==> src/rtl/s2cv_pkg.sv <==
package s2cv_pkg;

    localparam int VMID_W   = 16;
    localparam int BASE_W   = 52;
    localparam int T0SZ_W   = 6;
    localparam int OBITS_W  = 6;
    localparam int GBITS_W  = 5;

    typedef enum logic [2:0] {
        RSN_NONE    = 3'd0,
        RSN_STAGE   = 3'd1,
        RSN_FEATURE = 3'd2,
        RSN_GRANULE = 3'd3,
        RSN_LEVEL   = 3'd4,
        RSN_BASE    = 3'd5,
        RSN_SIZE    = 3'd6,
        RSN_CONCAT  = 3'd7
    } reason_e;

    // Raw fields pulled out of the entry words
    typedef struct packed {
        logic                s1_en;
        logic                s2_en;
        logic [VMID_W-1:0]   vmid;
        logic [T0SZ_W-1:0]   t0sz;
        logic [1:0]          sl0;
        logic [1:0]          gran;
        logic [2:0]          oas_code;
        logic                aa64;
        logic                endi;
        logic                affd;
        logic                stall;
        logic                record;
        logic [BASE_W-1:0]   base;
    } raw_fields_t;

    // Decoded result handed to the output register
    typedef struct packed {
        logic                fault;
        reason_e             reason;
        logic                s2_en;
        logic [VMID_W-1:0]   vmid;
        logic [GBITS_W-1:0]  gran_bits;
        logic [1:0]          level;
        logic [OBITS_W-1:0]  oas_bits;
        logic [T0SZ_W-1:0]   t0sz;
        logic [BASE_W-1:0]   base;
        logic                affd;
        logic                record;
    } result_t;

    function automatic logic [OBITS_W-1:0] size_code_bits(input logic [2:0] code);
        logic [OBITS_W-1:0] b;
        unique case (code)
            3'd0:    b = 6'd32;
            3'd1:    b = 6'd36;
            3'd2:    b = 6'd40;
            3'd3:    b = 6'd42;
            3'd4:    b = 6'd44;
            3'd5:    b = 6'd48;
            default: b = 6'd52;
        endcase
        return b;
    endfunction

endpackage

==> src/rtl/s2cv_field_split.sv <==
module s2cv_field_split
    import s2cv_pkg::*;
#(
    parameter int WORD_W    = 32,
    parameter int NUM_WORDS = 8
) (
    input  logic [NUM_WORDS*WORD_W-1:0] entry,
    output raw_fields_t                 raw
);
    localparam int CTRL_WORD = 0;
    localparam int VMID_WORD = 4;
    localparam int S2_WORD   = 5;
    localparam int BASE_LO_WORD = 6;
    localparam int BASE_HI_WORD = 7;
    localparam int BASE_LO_W = WORD_W - 4;
    localparam int BASE_HI_W = BASE_W - BASE_LO_W - 4;

    logic [WORD_W-1:0] words [NUM_WORDS];

    for (genvar i = 0; i < NUM_WORDS; i++) begin : g_word
        assign words[i] = entry[i*WORD_W +: WORD_W];
    end

    logic [WORD_W-1:0] w_ctrl, w_vmid, w_s2, w_blo, w_bhi;
    assign w_ctrl = words[CTRL_WORD];
    assign w_vmid = words[VMID_WORD];
    assign w_s2   = words[S2_WORD];
    assign w_blo  = words[BASE_LO_WORD];
    assign w_bhi  = words[BASE_HI_WORD];

    always_comb begin
        raw          = '0;
        raw.s1_en    = w_ctrl[1];
        raw.s2_en    = w_ctrl[2];
        raw.vmid     = w_vmid[VMID_W-1:0];
        raw.t0sz     = w_s2[5:0];
        raw.sl0      = w_s2[7:6];
        raw.gran     = w_s2[15:14];
        raw.oas_code = w_s2[18:16];
        raw.aa64     = w_s2[19];
        raw.endi     = w_s2[20];
        raw.affd     = w_s2[21];
        raw.stall    = w_s2[26];
        raw.record   = w_s2[27];
        raw.base     = {w_bhi[BASE_HI_W-1:0], w_blo[WORD_W-1:4], 4'b0000};
    end

    logic unused_entry_bits;
    assign unused_entry_bits = ^entry;

endmodule

==> src/rtl/s2cv_oas_clamp.sv <==
module s2cv_oas_clamp
    import s2cv_pkg::*;
(
    input  logic [2:0]         entry_code,
    input  logic [2:0]         cap_code,
    output logic [OBITS_W-1:0] oas_bits
);
    localparam logic [2:0] TOP_CODE = 3'd6;

    logic [2:0] eff_code;

    always_comb begin
        if (entry_code > TOP_CODE)
            eff_code = cap_code;
        else if (entry_code < cap_code)
            eff_code = entry_code;
        else
            eff_code = cap_code;
        oas_bits = size_code_bits(eff_code);
    end

endmodule

==> src/rtl/s2cv_geometry.sv <==
module s2cv_geometry
    import s2cv_pkg::*;
#(
    parameter int MAX_CONCAT_LOG2 = 4
) (
    input  logic [1:0]         gran,
    input  logic [1:0]         sl0,
    input  logic [T0SZ_W-1:0]  t0sz,
    output logic [GBITS_W-1:0] gran_bits,
    output logic [1:0]         level,
    output logic               concat_ok
);
    int g_i, stride_i, lvl_i, span_i, root_w_i, excess_i;

    always_comb begin
        unique case (gran)
            2'd1:    gran_bits = 5'd16;
            2'd2:    gran_bits = 5'd14;
            default: gran_bits = 5'd12;
        endcase
        g_i      = int'(gran_bits);
        stride_i = g_i - 3;
        lvl_i    = ((gran == 2'd0) ? 2 : 3) - int'(sl0);
        level    = 2'(lvl_i);
        // address bits resolved from below the root index down to the page offset
        span_i   = g_i + (3 - lvl_i) * stride_i;
        root_w_i = 64 - int'(t0sz) - span_i;
        // bits beyond one root table must be covered by concatenation
        excess_i = root_w_i - stride_i;
        concat_ok = (excess_i <= MAX_CONCAT_LOG2);
    end

endmodule

==> src/rtl/s2cv_rules.sv <==
module s2cv_rules
    import s2cv_pkg::*;
#(
    parameter int MAX_T0SZ   = 39,
    parameter int MIN_T0SZ_SMALL = 16
) (
    input  raw_fields_t        raw,
    input  logic               cap_s1,
    input  logic               cap_s2,
    input  logic [OBITS_W-1:0] oas_bits,
    input  logic [GBITS_W-1:0] gran_bits,
    input  logic [1:0]         level,
    input  logic               concat_ok,
    output result_t            res
);
    localparam logic [1:0] GRAN_64K = 2'd1;
    localparam logic [1:0] GRAN_BAD = 2'd3;
    localparam logic [1:0] SL0_BAD  = 2'd3;

    logic       stage_bad;
    logic       base_ok;
    logic       size_ok;
    logic [6:0] size_floor;
    reason_e    reason;

    always_comb begin
        stage_bad = (raw.s1_en && !cap_s1) || (raw.s2_en && !cap_s2);
        base_ok   = ((raw.base >> oas_bits) == '0);

        size_floor = 7'd64 - {1'b0, oas_bits};
        if (raw.gran != GRAN_64K && size_floor < 7'(MIN_T0SZ_SMALL))
            size_floor = 7'(MIN_T0SZ_SMALL);
        size_ok = ({1'b0, raw.t0sz} <= 7'(MAX_T0SZ)) && ({1'b0, raw.t0sz} >= size_floor);

        reason = RSN_NONE;
        if (stage_bad)
            reason = RSN_STAGE;
        else if (raw.s2_en) begin
            if (!raw.aa64)               reason = RSN_FEATURE;
            else if (raw.gran == GRAN_BAD) reason = RSN_GRANULE;
            else if (raw.sl0 == SL0_BAD) reason = RSN_LEVEL;
            else if (!base_ok)           reason = RSN_BASE;
            else if (!size_ok)           reason = RSN_SIZE;
            else if (!concat_ok)         reason = RSN_CONCAT;
            else if (raw.endi)           reason = RSN_FEATURE;
            else if (raw.stall)          reason = RSN_FEATURE;
        end

        res        = '0;
        res.reason = reason;
        res.fault  = (reason != RSN_NONE);
        if (!res.fault) begin
            res.s2_en = raw.s2_en;
            res.vmid  = cap_s2 ? raw.vmid : '1;
            if (raw.s2_en) begin
                res.gran_bits = gran_bits;
                res.level     = level;
                res.oas_bits  = oas_bits;
                res.t0sz      = raw.t0sz;
                res.base      = raw.base;
                res.affd      = raw.affd;
                res.record    = raw.record;
            end
        end
    end

endmodule

==> src/rtl/s2_entry_validator.sv <==
module s2_entry_validator
    import s2cv_pkg::*;
#(
    parameter int WORD_W          = 32,
    parameter int NUM_WORDS       = 8,
    parameter int MAX_CONCAT_LOG2 = 4
) (
    input  logic                        clk,
    input  logic                        rst_n,
    input  logic                        in_valid,
    output logic                        in_ready,
    input  logic [NUM_WORDS*WORD_W-1:0] in_entry,
    input  logic                        cap_s1,
    input  logic                        cap_s2,
    input  logic [2:0]                  cap_oas,
    output logic                        out_valid,
    input  logic                        out_ready,
    output logic                        out_fault,
    output logic [2:0]                  out_reason,
    output logic                        out_s2_en,
    output logic [15:0]                 out_vmid,
    output logic [4:0]                  out_gran_bits,
    output logic [1:0]                  out_level,
    output logic [5:0]                  out_oas_bits,
    output logic [5:0]                  out_t0sz,
    output logic [51:0]                 out_base,
    output logic                        out_affd,
    output logic                        out_record
);
    typedef struct packed {
        logic    valid;
        result_t res;
    } state_t;

    raw_fields_t        raw_w;
    logic [OBITS_W-1:0] oas_bits_w;
    logic [GBITS_W-1:0] gran_bits_w;
    logic [1:0]         level_w;
    logic               concat_ok_w;
    result_t            result_w;
    state_t             state_d, state_q;

    s2cv_field_split #(.WORD_W(WORD_W), .NUM_WORDS(NUM_WORDS)) u_split (
        .entry (in_entry),
        .raw   (raw_w)
    );

    s2cv_oas_clamp u_clamp (
        .entry_code (raw_w.oas_code),
        .cap_code   (cap_oas),
        .oas_bits   (oas_bits_w)
    );

    s2cv_geometry #(.MAX_CONCAT_LOG2(MAX_CONCAT_LOG2)) u_geom (
        .gran      (raw_w.gran),
        .sl0       (raw_w.sl0),
        .t0sz      (raw_w.t0sz),
        .gran_bits (gran_bits_w),
        .level     (level_w),
        .concat_ok (concat_ok_w)
    );

    s2cv_rules u_rules (
        .raw       (raw_w),
        .cap_s1    (cap_s1),
        .cap_s2    (cap_s2),
        .oas_bits  (oas_bits_w),
        .gran_bits (gran_bits_w),
        .level     (level_w),
        .concat_ok (concat_ok_w),
        .res       (result_w)
    );

    assign in_ready = !state_q.valid || out_ready;

    always_comb begin
        state_d = state_q;
        if (out_ready)
            state_d.valid = 1'b0;
        if (in_valid && in_ready) begin
            state_d.valid = 1'b1;
            state_d.res   = result_w;
        end
    end

    always_ff @(posedge clk) begin
        if (!rst_n)
            state_q <= '0;
        else
            state_q <= state_d;
    end

    assign out_valid     = state_q.valid;
    assign out_fault     = state_q.res.fault;
    assign out_reason    = state_q.res.reason;
    assign out_s2_en     = state_q.res.s2_en;
    assign out_vmid      = state_q.res.vmid;
    assign out_gran_bits = state_q.res.gran_bits;
    assign out_level     = state_q.res.level;
    assign out_oas_bits  = state_q.res.oas_bits;
    assign out_t0sz      = state_q.res.t0sz;
    assign out_base      = state_q.res.base;
    assign out_affd      = state_q.res.affd;
    assign out_record    = state_q.res.record;

endmodule

==> config.mk <==
export PLATFORM = sky130hd
export DESIGN_NAME = s2_entry_validator
export DESIGN_NICKNAME = d
export VERILOG_FILES = /design/src/rtl/s2cv_pkg.sv /design/src/rtl/s2cv_field_split.sv /design/src/rtl/s2cv_oas_clamp.sv /design/src/rtl/s2cv_geometry.sv /design/src/rtl/s2cv_rules.sv /design/src/rtl/s2_entry_validator.sv
export SDC_FILE = /design/constraint.sdc
export NUM_CORES = 1
export LEC_CHECK = 0
export ABC_CLOCK_PERIOD_IN_PS = 10400
export BUFFER_PORTS_ARGS = -buffer_cell sky130_fd_sc_hd__buf_2
export CORE_AREA = 2 2 139 141
export DETAILED_ROUTE_END_ITERATION = 10
export DIE_AREA = 0 0 141 143
export GPL_TIMING_DRIVEN = 0
export PLACE_DENSITY = 0.62
export SYNTH_ARGS = -nofsm -noshare
export SYNTH_HDL_FRONTEND = slang
export SYNTH_SLANG_ARGS = --single-unit
==> constraint.sdc <==
create_clock -name clk -period 10.4 [get_ports clk]
set_input_delay 0 -clock clk [delete_from_list [all_inputs] [get_ports clk]]
set_output_delay 0 -clock clk [all_outputs]
set_load 0.05 [all_outputs]
# Word-level counts from Yosys, hierarchy flattened
# Cells that the tools add are included.
# op_classes
reduce_logical	15
mul	1
addsub	8
mux	21
eq_ne	10
n_lt_le_gt_ge	6
n_shift	1
# ops
operator	n
$mux W95	1
$mux W90	1
$mux W73	1
$sub A32 B32 Y32	2
$logic_not A52 Y1	1
$shr A52 B6 Y52	1
$mux W3	11
$add A6 B32 Y32	1
$le A32 B4 Y1 const B	1
$mul A32 B32 Y32	1
$sub A3 B32 Y32 const A	1
$sub A32 B3 Y32	1
$pmux W5 S6	1
$mux W16	1
$pmux W5 S2	1
$sub A7 B6 Y8 const A	1
$ge A6 B7 Y1	1
$lt A7 B5 Y1 const B	1
$mux W7	1
$sub A7 B6 Y7 const A	1
$eq A2 B2 Y1 const B	3
$eq A3 B2 Y1 const B	2
$eq A3 B3 Y1 const B	2
$le A6 B6 Y1 const B	1
15 further kinds	23
# totals
register_bits	95
input_bits	265
out_inout_bits	96

# Longest topological paths before layout
# Gate-level depths: netlist of the first run.
# logic_depth
word_depth	21
ltp_mapped	31
depth_no_buf	29

# By module
# A second synthesis of the first run with hierarchy kept.
# unflattened
cells_unflattened	1248
area_unflattened_um2	9436.6
# modules_own_cells
mod	cells_per_inst	n_inst	area_each_um2
s2_entry_validator	413	1	3762.4
s2cv_rules	516	1	3215.6
s2cv_geometry	202	1	1589.0
s2cv_field_split	89	1	664.4
s2cv_oas_clamp	28	1	205.2

# Least setup slack after synthesis of the first run
# No wires, ideal clock.
# synth_timing
kind	input -> register
startpoint	input port in_entry[174]
endpoint	register state_q (netlist bit out_affd)
path_slack_ns	3.373
required_ns	10.316
path_stages	29
arrival_time_ns	6.942
path_cell_list	inv_1 > ha_1 > ha_1 > ha_1 > nor2b_1 > fa_1 > ha_1 > inv_1 > fa_1 > fa_1 > inv_1 > fa_1 > inv_1 > ha_1 > o21a_1 > o21ai_0 > nand2b_1 > a31o_2 > a21o_1 > ha_1 > a2111oi_0 > nor4b_1 > nand4b_1 > nor4_1 > o211ai_1 > o41a_1 > buf_4 > buf_6 > o31ai_2
# synth_between
elab_chain_cells	19
elab_cells_between_ends	29
# synth_rtl
item	line_no	rtl
start: declaration	s2_entry_validator.sv:12	input logic [NUM_WORDS*WORD_W-1:0] in_entry,
$logic_not A2 Y1	s2cv_geometry.sv:23	lvl_i = ((gran == 2'd0) ? 2 : 3) - int'(sl0);
$mux W1	s2cv_geometry.sv:23	
$sub A32 B3 Y32	s2cv_geometry.sv:23	
$sub A3 B32 Y32	s2cv_geometry.sv:26	span_i = g_i + (3 - lvl_i) * stride_i;
$mul A32 B32 Y32	s2cv_geometry.sv:26	
$add A6 B32 Y32	s2cv_geometry.sv:26	
$sub A32 B32 Y32	s2cv_geometry.sv:27	root_w_i = 64 - int'(t0sz) - span_i;
$sub A32 B32 Y32	s2cv_geometry.sv:29	excess_i = root_w_i - stride_i;
(+3 left out)	-	
$mux W3	s2cv_rules.sv:42	else if (!base_ok) reason = RSN_BASE;
$mux W3	s2cv_rules.sv:41	else if (raw.sl0 == SL0_BAD) reason = RSN_LEVEL;
$mux W3 *	s2cv_rules.sv:40	else if (raw.gran == GRAN_BAD) reason = RSN_GRANULE;
$mux W3 *	s2cv_rules.sv:39	if (!raw.aa64) reason = RSN_FEATURE;
$mux W3 *	s2cv_rules.sv:38	else if (raw.s2_en) begin
$mux W3 *	s2cv_rules.sv:36	if (stage_bad)
$reduce_bool A3 Y1 *	s2cv_rules.sv:51	res.fault = (reason != RSN_NONE);
$mux W90 *	s2cv_rules.sv:52	if (!res.fault) begin
end signal: assignment	s2_entry_validator.sv:90	state_q <= state_d;
end: declaration	s2_entry_validator.sv:41	state_t state_d, state_q;
# Mark *: on every way between the ends. The rest lies on a longest branch, timed or not.
# A chain may end at the register's enable or synchronous reset.

# Worst setup path after layout of the first run
# Ends and elaborated chain as after synthesis.

==> results of run 1 <==
-- cell usage in the layout (no fill, tap or decap), drive strengths merged, types with 3 or more instances in the layout --
cell,instances
buf,208
nand2,169
dfxtp,87
o31ai,86
dlygate4sd3,70
inv,59
ha,50
clkbuf,30
nor2,27
nor2b,23
o21ai,22
a21oi,15
fa,13
nand2b,11
nand3,9
nor3,8
xnor2,7
conb,6
mux2i,5
xor2,5
a21o,4
o21a,4
o211ai,4
nor4,4
a31oi,3
and2,3
nand3b,3
nand4,3
mux2,3
clkinv,3
-- layer usage --
layer	global-route usage [%]	vias to the layer above
met5	0	-
met3	6.20	30
met2	29.9	213
li1	-	3002
met1	27.5	2831
met4	6.47	0
-- state kept, by name (all words and copies together) (netlist names), 2 cells and up --
register       count
out_level          2
out_reason         3
out_vmid          16
out_gran_bits      3
out_t0sz           6
out_base          48
out_oas_bits       4
-- cell type report --
type	instances	area (um2)	share of cell area [%]
well taps	234	293	3.49
plain buffers	46	318	3.79
repair buffers	252	1610	19.2
inverters	57	214	2.55
multi-input cells	531	3910	46.6
flip-flops and latches	87	1740	20.8
clock buffers	10	239	2.85
clock inverters	6	66.3	0.791
-- cells in the mapped netlist, drive strengths merged, types with 4 or more instances --
| cell | n |
|---|---|
| xor2 | 5 |
| a21o | 4 |
| ha | 50 |
| nand2b | 11 |
| nor4 | 4 |
| dfxtp | 87 |
| fa | 13 |
| o21a | 4 |
| buf | 26 |
| o21ai | 22 |
| mux2i | 5 |
| xnor2 | 7 |
| clkbuf | 20 |
| a21oi | 15 |
| nand2 | 169 |
| nor2 | 27 |
| nand3 | 9 |
| o211ai | 4 |
| nor2b | 23 |
| inv | 57 |
| o31ai | 86 |
| nor3 | 8 |
-- cell families after synthesis --
family	after synthesis	synth area share [%]
muxes	8	1.42
adders and majority gates	63	14.4
and+or+nand+nor	274	20.2
AOI/OAI and AO/OA	168	25.4
xor gates and xnor gates	12	1.71
other	1	0.0609
DFF	87	28.3
buffers and inverters	103	8.63
-- worst max path at each step --
stage,from,endpoint,cells past startpoint
floorplan,in_entry[174],out_affd,29
global placement,in_entry[174],out_vmid[2],30
detailed placement,in_entry[174],out_base[29],30
CTS,in_entry[174],out_base[29],30
global route,in_entry[174],out_affd,30
finish,in_entry[174],out_affd,30
-- through the flow --
| stage | std cells | hold slack, ps | power [mW] |
|---|---|---|---|
| after global placement | 1137 | 255 | 0.827 |
| after global routing | 1223 | 16.9 | 1.26 |
| after floorplan | 721 | 133 | 0.712 |
| final | 1223 | -0.908 | 1.19 |
| after CTS | 1223 | 0.283 | 1.19 |
| after detailed placement | 1137 | 259 | 0.831 |
-- power groups by stage --
stage / Combinational [mW] / Clock, mW / Sequential, mW
floorplan: 0.308 / 0 / 0.404
global placement: 0.465 / 0 / 0.362
detailed placement: 0.469 / 0 / 0.362
CTS: 0.492 / 0.342 / 0.355
global route: 0.549 / 0.352 / 0.356
finish: 0.497 / 0.337 / 0.355
-- worst min-delay path: stages --
cell     delay (ps)
buf_2            80
nor2b_1          70
o31ai_2         160
==> results.py, run 1 <==
metrics = {
    "logic_synthesis": {
        "async_flop_share_pct": 0,
        "yosys-top-cells-area": "dfxtp_1, o31ai_2, nand2_1",
        "synthDistinctLibCells": 64,
        "synthFlopType": "dfxtp_1",
        "yosys.area.top_type": "dfxtp_1",
        "syn_inst": 716,
        "syn_avg_cell_area_um2": 8.60,
        "synth_top_area_share_pct": 28.3,
        "yosysWarnings": 0,
        "synth-seq-cells": 87,
        "ys_seq_area_share_pct": 28.3,
        "synth_edf_count": 0,
        "netlist_area_um2": 6160,
    },
    "sta": {
        "relSlewSlack_pct": 18.6,
        "setup_viol": 0,
        "fin_tns_setup_ps": 0,
        "period_share_pct": 74.8,
        "fmax_ghz": 0.129,
        "drv_slew": 0,
        "whs_ps": -0.908,
        "hold_viol": 1,
        "clock-skew-final_ps": 5.27,
        "layout_setup_ws_ps": 2620,
        "grt_setup_unrepaired": "no",
        "tightest_slew_ps": 1210,
        "period_needed_ps": 7780,
    },
    "clock_tree": {
        "clk_pin_slew_worst_paths_ps": 70,
        "cts_hold_buf": 70,
        "clkLatencyLatePin_ps": 340,
        "cts_tree": "built",
        "numCtsBuffers": 9,
        "htreeDepth": 3,
        "cts_resized": 0,
        "cts_sinks": 87,
        "clockBufferDepth": 2,
        "cts_root_buf": "clkbuf_16",
        "post-cts-setup-buffers": 0,
    },
    "power": {
        "seqPwrFrac_pct": 29.9,
        "power_density_nw_per_um2": 142,
        "power_leakage_nw": 3.91,
        "power.internal_uw": 736,
        "comb_power_share_pct": 41.8,
        "p_sw_uw": 453,
        "p_clk_share_pct": 28.4,
        "ir_drop_v": 0.0000729,
        "swShare_pct": 38.1,
    },
    "worst_hold_path": {
        "whs_path_depth": 3,
        "min_from": "in_entry[128]",
        "min_to": "out_vmid[0]",
        "hold_path_class": "input port to flop",
    },
    "setup_path": {
        "worstSetupEndpointType": "flop",
        "r2r_end": "out_base[4]",
        "crit_family": "adder cells",
        "path_class": "input port to flop",
        "worst_path_most_repeated_cell": "ha_1",
        "worst_setup_path_start_kind": "input port",
        "r2r-start": "out_valid",
        "path_max_fanout": 10,
        "crit_required_ps": 10660,
        "arrival_ps": 8040,
        "rrSetupSlack_ps": 7790,
        "critPathMaxStageDelay_ps": 670,
        "critPathBufInv": 7,
        "ff2ff_path_depth": 8,
        "crit_slowest_cell": "nor4_1",
    },
    "global_route": {
        "antenna_found_initial": 0,
        "grt_start_max_net_pins": 16,
        "grt_first_pass_wirelength_um": 31300,
        "grt-ovfl-total": 0,
        "grt_pass1_vias": 5809,
        "grt_util_all_layers_pct": 20.0,
    },
    "die": {
        "core_region_area_um2": 18600,
        "start_util_pct": 33.2,
        "dieArea_um2": 20200,
        "fp-row-count": 50,
        "ios": 361,
        "die_w_um": 141,
        "die_h_um": 143,
    },
    "route": {
        "wl_met1_um": 9440,
        "vias": 6076,
        "highest_layer": "met4",
        "viasPerCell": 4.97,
        "wl_met3_um": 1790,
        "routedWlPerCell_um": 16.8,
        "wirelength_um": 20500,
        "drtIter0Drc": 349,
        "drtAntennaViolNets": 0,
        "drc_errors": 0,
        "drtPass1Iterations": 4,
        "wl_met2_um": 8800,
    },
    "cells_and_area": {
        "diodes": 0,
        "final_core_util_pct": 45.1,
        "fin_nets": 1312,
        "finish.instance_area_um2": 8390,
        "fill_cells": 1826,
        "area_delta_synth_final_pct": 36.2,
        "drive_gt1_share_pct": 30.8,
    },
    "placed_design": {
        "dp_hpwl_um": 15800,
        "place_area_um2": 7380,
        "portBuffers": 182,
        "gp_congestion": 0.895,
        "pre_cts_slack_ps": 2380,
    },
    "status": {
        "status": "finished, violations left",
        "violations": "hold timing",
    },
    "flow_run": {
        "maxCapViolCount": 0,
    },
}
Power figures use the tool's default switching activity.
==> run 2: changes to the inputs <==
- ABC_CLOCK_PERIOD_IN_PS: 10400 -> 8000
- clock period: 10.4 -> 8 ns (I/O delays scaled with it)
==> run 2 against run 1 <==
Net effect:
- the flow now finishes without violations
- largest power group unchanged
- wire length decreased by 0.15%
- critical path type unchanged
- final area hardly changed
- highest routed layer unchanged
- via count shrank 0.15%
- final cell count unchanged
==> results.py, run 2 (same netlist as run 1, synthesis figures left out) <==
metrics = {
    "global_route": {
        "antenna_found_initial": 0,
        "grt-ovfl-total": 0,
        "grt_first_pass_wirelength_um": 31300,
        "grt_pass1_vias": 5809,
        "grt_util_all_layers_pct": 20.0,
        "grt_start_max_net_pins": 16,
    },
    "cells_and_area": {
        "fin_nets": 1312,
        "layout_common_cells": "buf_2, nand2_1, dfxtp_1",
        "drive_gt1_share_pct": 30.9,
        "final_cells": 1223,
        "final_common_cell": "buf_2",
        "area_delta_synth_final_pct": 36.3,
        "largest_reg_flops": 48,
        "final_core_util_pct": 45.2,
        "diodes": 0,
    },
    "setup_path": {
        "path_max_fanout": 10,
        "r2r_end": "out_base[4]",
        "worstSetupEndpointType": "flop",
        "rrSetupSlack_ps": 5390,
        "worst_setup_path_start_kind": "input port",
        "critPathMaxStageDelay_ps": 550,
        "crit_slowest_cell": "fa_1",
        "critPathCapture": "out_affd",
        "crit_required_ps": 8260,
        "crit_start": "in_entry[174]",
        "r2r-start": "out_valid",
        "path_class": "input port to flop",
        "ff2ff_path_depth": 8,
        "worst_path_most_repeated_cell": "ha_1",
        "arrival_ps": 7830,
    },
    "route": {
        "routedWlPerCell_um": 16.7,
        "vias": 6067,
        "drtPass1Iterations": 4,
        "wirelength_um": 20500,
        "drc_errors": 0,
        "drtIter0Drc": 365,
        "viasPerCell": 4.96,
        "drtAntennaViolNets": 0,
    },
    "power": {
        "power_density_nw_per_um2": 185,
        "power_leakage_nw": 3.91,
        "ir_drop_v": 0.0000936,
    },
    "clock_tree": {
        "htreeDepth": 3,
        "clkLatencyLatePin_ps": 340,
        "post-cts-setup-buffers": 0,
        "cts_sinks": 87,
        "cts_root_buf": "clkbuf_16",
        "cts_tree": "built",
        "clk_pin_slew_worst_paths_ps": 70,
        "numCtsBuffers": 9,
        "clockBufferDepth": 2,
    },
    "die": {
        "fp-row-count": 50,
        "ios": 361,
        "core_region_area_um2": 18600,
        "start_util_pct": 33.2,
        "die_w_um": 141,
        "die_h_um": 143,
        "dieArea_um2": 20200,
    },
    "sta": {
        "hold_viol": 0,
        "fin_tns_setup_ps": 0,
        "clock-skew-final_ps": 4.53,
        "relSlewSlack_pct": 18.9,
        "grt_setup_unrepaired": "no",
        "layout_setup_ws_ps": 427,
        "drv_slew": 0,
        "fmax_ghz": 0.132,
        "period_share_pct": 94.7,
        "tightest_slew_ps": 1210,
        "setup_viol": 0,
        "period_needed_ps": 7570,
    },
    "placed_design": {
        "portBuffers": 182,
        "gp_congestion": 0.895,
        "pre_cts_slack_ps": -21.5,
        "post-place-cells": 1137,
        "dp_hpwl_um": 15800,
    },
    "flow_run": {
        "maxCapViolCount": 0,
    },
    "status": {
        "status": "complete, no violations",
    },
    "worst_hold_path": {
        "hold_path_class": "input port to flop",
    },
}
## run 2: cell counts in the layout (fill, tap and decap cells not counted)
Identical to the previous run, type by type.
## run 2: cell type report
cell class | count | area (um2)
flip-flops and latches | 87 | 1740
repair buffers | 252 | 1610
clock inverters | 6 | 66.3
plain buffers | 46 | 318
clock buffers | 10 | 239
fillers | 1825 | 10200
multi-input cells | 531 | 3910
inverters | 57 | 214
well taps | 234 | 293
## run 2: per-stage QoR
stage	hold slack, ps	total power [mW]	instance area, um2
finish	4.01	1.55	8390
floorplan	133	0.926	6180
global placement	255	1.08	7380
CTS	0.283	1.55	8390
global route	16.9	1.64	8390
detailed placement	259	1.08	7380
## run 2: worst min path at each step
stage	from	to	slack [ps]	cells past startpoint
floorplan	rst_n	out_reason[0]	130	1
global placement	in_valid	out_valid	260	3
detailed placement	in_entry[199]	out_base[7]	260	3
CTS	in_entry[128]	out_vmid[0]	0.3	3
global route	in_entry[164]	out_t0sz[4]	20	3
finish	in_entry[128]	out_vmid[0]	4	3
## run 2: worst max-delay path: cells and delay by family
kind	cells	cell delay [ps]
AO/OA/AOI/OAI	8	2030
adder cells (fa/ha/maj)	10	3790
buffers and inverters	7	720
AND/OR/NAND/NOR	5	1290
## run 2: layer usage
layer / wire (um) / part of all wire, % / vias up / track usage [%]
met5: 0 / 0 / - / 0
met4: 459 / 2.2 / 0 / 6.47
met3: 1780 / 8.7 / 33 / 6.20
met2: 8770 / 43 / 207 / 29.9
met1: 9460 / 46 / 2825 / 27.5
li1: - / - / 3002 / -
## run 2: repair_timing
item / CTS / global route
gates resized for setup: 0 / 1
endpoints found under the hold margin: 71 / 0
hold buffers: 70 / 0
setup endpoints to repair: 0 / 83
## run 2: where the power goes
group / internal (mW) / switching [mW] / total [mW]
clock network: 0.252 / 0.185 / 0.437
registers: 0.450 / 0.0118 / 0.462
logic: 0.255 / 0.395 / 0.650
total: 0.957 / 0.592 / 1.55
==> run 3: changes to the inputs <==
- CORE_AREA: 2 2 139 141 -> 8 8 134 136
- DIE_AREA: 0 0 141 143 -> 0 0 142 144
- PLACE_DENSITY: 0.62 -> 0.72
==> run 3 against run 2 <==
Net effect:
- the flow now finishes with violations (hold timing)
- clock-buffer cell count grew 1
- worst hold slack lost 8.3 ps
- critical path type unchanged
- maximum frequency grew 1.8%
- largest power group unchanged
- first-iteration DRC count shrank 6.6%
- final cell count shrank 1.1%
- setup slack gained 130 ps
- critical endpoint is now out_base[37]
- critical path depth is the same
- non-clock buffer count is the same
- combinational power grew 0.6%
- global-route usage is essentially flat
==> results.py, run 3 (same netlist as run 1, synthesis figures left out) <==
metrics = {
    "placed_design": {
        "gp_congestion": 0.948,
        "pre_cts_slack_ps": 136,
        "place_area_um2": 7360,
        "dp_hpwl_um": 16400,
        "portBuffers": 182,
    },
    "setup_path": {
        "worst_setup_path_start_kind": "input port",
        "worstSetupEndpointType": "flop",
        "worst_path_most_repeated_cell": "ha_1",
        "r2r-start": "out_valid",
        "crit_start": "in_entry[174]",
        "arrival_ps": 7690,
        "crit_slowest_cell": "fa_1",
        "path_max_fanout": 10,
        "crit_required_ps": 8250,
        "critPathMaxStageDelay_ps": 560,
        "path_class": "input port to flop",
    },
    "sta": {
        "period_share_pct": 93.0,
        "clock-skew-final_ps": 8.99,
        "relSlewSlack_pct": 14.4,
        "setup_viol": 0,
        "fmax_ghz": 0.134,
        "hold_viol": 1,
        "drv_slew": 0,
        "tightest_slew_ps": 1280,
        "whs_ps": -4.30,
        "layout_setup_ws_ps": 560,
        "fin_tns_setup_ps": 0,
        "period_needed_ps": 7440,
        "grt_setup_unrepaired": "no",
    },
    "cells_and_area": {
        "ff_latch_area_um2": 1740,
        "largest_reg_flops": 48,
        "final_common_cell": "buf_2",
        "fill_cells": 1515,
        "diodes": 0,
        "layout_common_cells": "buf_2, nand2_1, dfxtp_1",
        "multi_input_area_um2": 3910,
        "drive_gt1_share_pct": 30.9,
        "finish.instance_area_um2": 8390,
        "fin_nets": 1312,
        "area_delta_synth_final_pct": 36.2,
    },
    "die": {
        "die_w_um": 142,
        "die_h_um": 144,
        "fp-row-count": 47,
        "start_util_pct": 38.4,
        "ios": 361,
        "core_region_area_um2": 16100,
        "dieArea_um2": 20400,
    },
    "status": {
        "violations": "hold timing",
        "status": "finished, violations left",
    },
    "clock_tree": {
        "cts_tree": "built",
        "numCtsBuffers": 9,
        "clockBufferDepth": 2,
        "htreeDepth": 3,
        "clk_pin_slew_worst_paths_ps": 70,
        "cts_root_buf": "clkbuf_16",
        "clkLatencyLatePin_ps": 340,
        "cts_sinks": 87,
    },
    "global_route": {
        "antenna_found_initial": 0,
        "grt_start_max_net_pins": 16,
        "grt-ovfl-total": 0,
        "grt_pass1_vias": 6038,
        "grt_util_all_layers_pct": 20.0,
        "grt_first_pass_wirelength_um": 31800,
    },
    "route": {
        "drtPass1Iterations": 5,
        "drtIter0Drc": 341,
        "viasPerCell": 5.12,
        "drc_errors": 0,
        "vias": 6190,
        "wirelength_um": 21400,
        "routedWlPerCell_um": 17.7,
        "drtAntennaViolNets": 0,
    },
    "worst_hold_path": {
        "min_from": "in_entry[142]",
        "hold_path_class": "input port to flop",
    },
    "power": {
        "power_leakage_nw": 3.91,
        "p_total_mw": 1.56,
        "power_density_nw_per_um2": 186,
        "ir_drop_v": 0.000135,
    },
    "flow_run": {
        "maxCapViolCount": 0,
    },
}
[run 3: cell types whose count changed in the layout (fill, tap and decap cells not counted), sizes merged]
| cell | delta |
|---|---|
| clkbuf | +1 |
| inv | -1 |
| clkinv | -1 |
| clkinvlp | +1 |
[run 3: repair_timing]
action,CTS,global route
endpoints found under the setup margin,0,3
gates resized for setup,0,1
hold buffers,70,0
endpoints found under the hold margin,71,0
setup buffers,0,0
[run 3: worst max-delay path: cells and delay by family]
kind,cells,cell delay (ps)
adders and majority gates,10,3750
buffers and inverters,7,740
AOI/OAI and AO/OA,8,2010
and+or+nand+nor,5,1200
[run 3: metrics by stage]
step	hold slack, ps	utilization [%]	std cells
after floorplan	133	-	721
after global placement	258	45.9	1123
after detailed placement	259	45.9	1123
after CTS	3.01	52.2	1209
after global routing	5.81	52.2	1209
final	-4.30	52.2	1209
[run 3: area by class of cell]
class	count	share of cell area [%]
buffer	46	3.79
clock buffer	11	3.01
clock inverter	5	0.761
inverter	57	2.55
multi-input combinational	531	46.6
sequential	87	20.8
tap	220	3.28
timing repair buffer	252	19.2
[run 3: report_power, final]
part           switching (mW)  internal (mW)
Combinational           0.398          0.256
Sequential            0.00847          0.450
Clock                   0.184          0.262
Total                   0.591          0.967
[run 3: worst paths after layout]
check                                    end  slack, ps  depth (start not counted)
worst max register to register   out_base[8]       5320                          8
worst min register to register  out_base[11]        450                          2
worst min-delay path            out_vmid[14]         -4                          3
worst max-delay path            out_base[37]        560                         30
[run 3: layer usage]
layer	part of all wire, %	vias to the layer above	track usage [%]
li1	-	3011	-
met1	41	2860	23.2
met2	43	259	30.3
met3	12	60	10.4
met4	4.1	0	8.71
met5	0	-	0
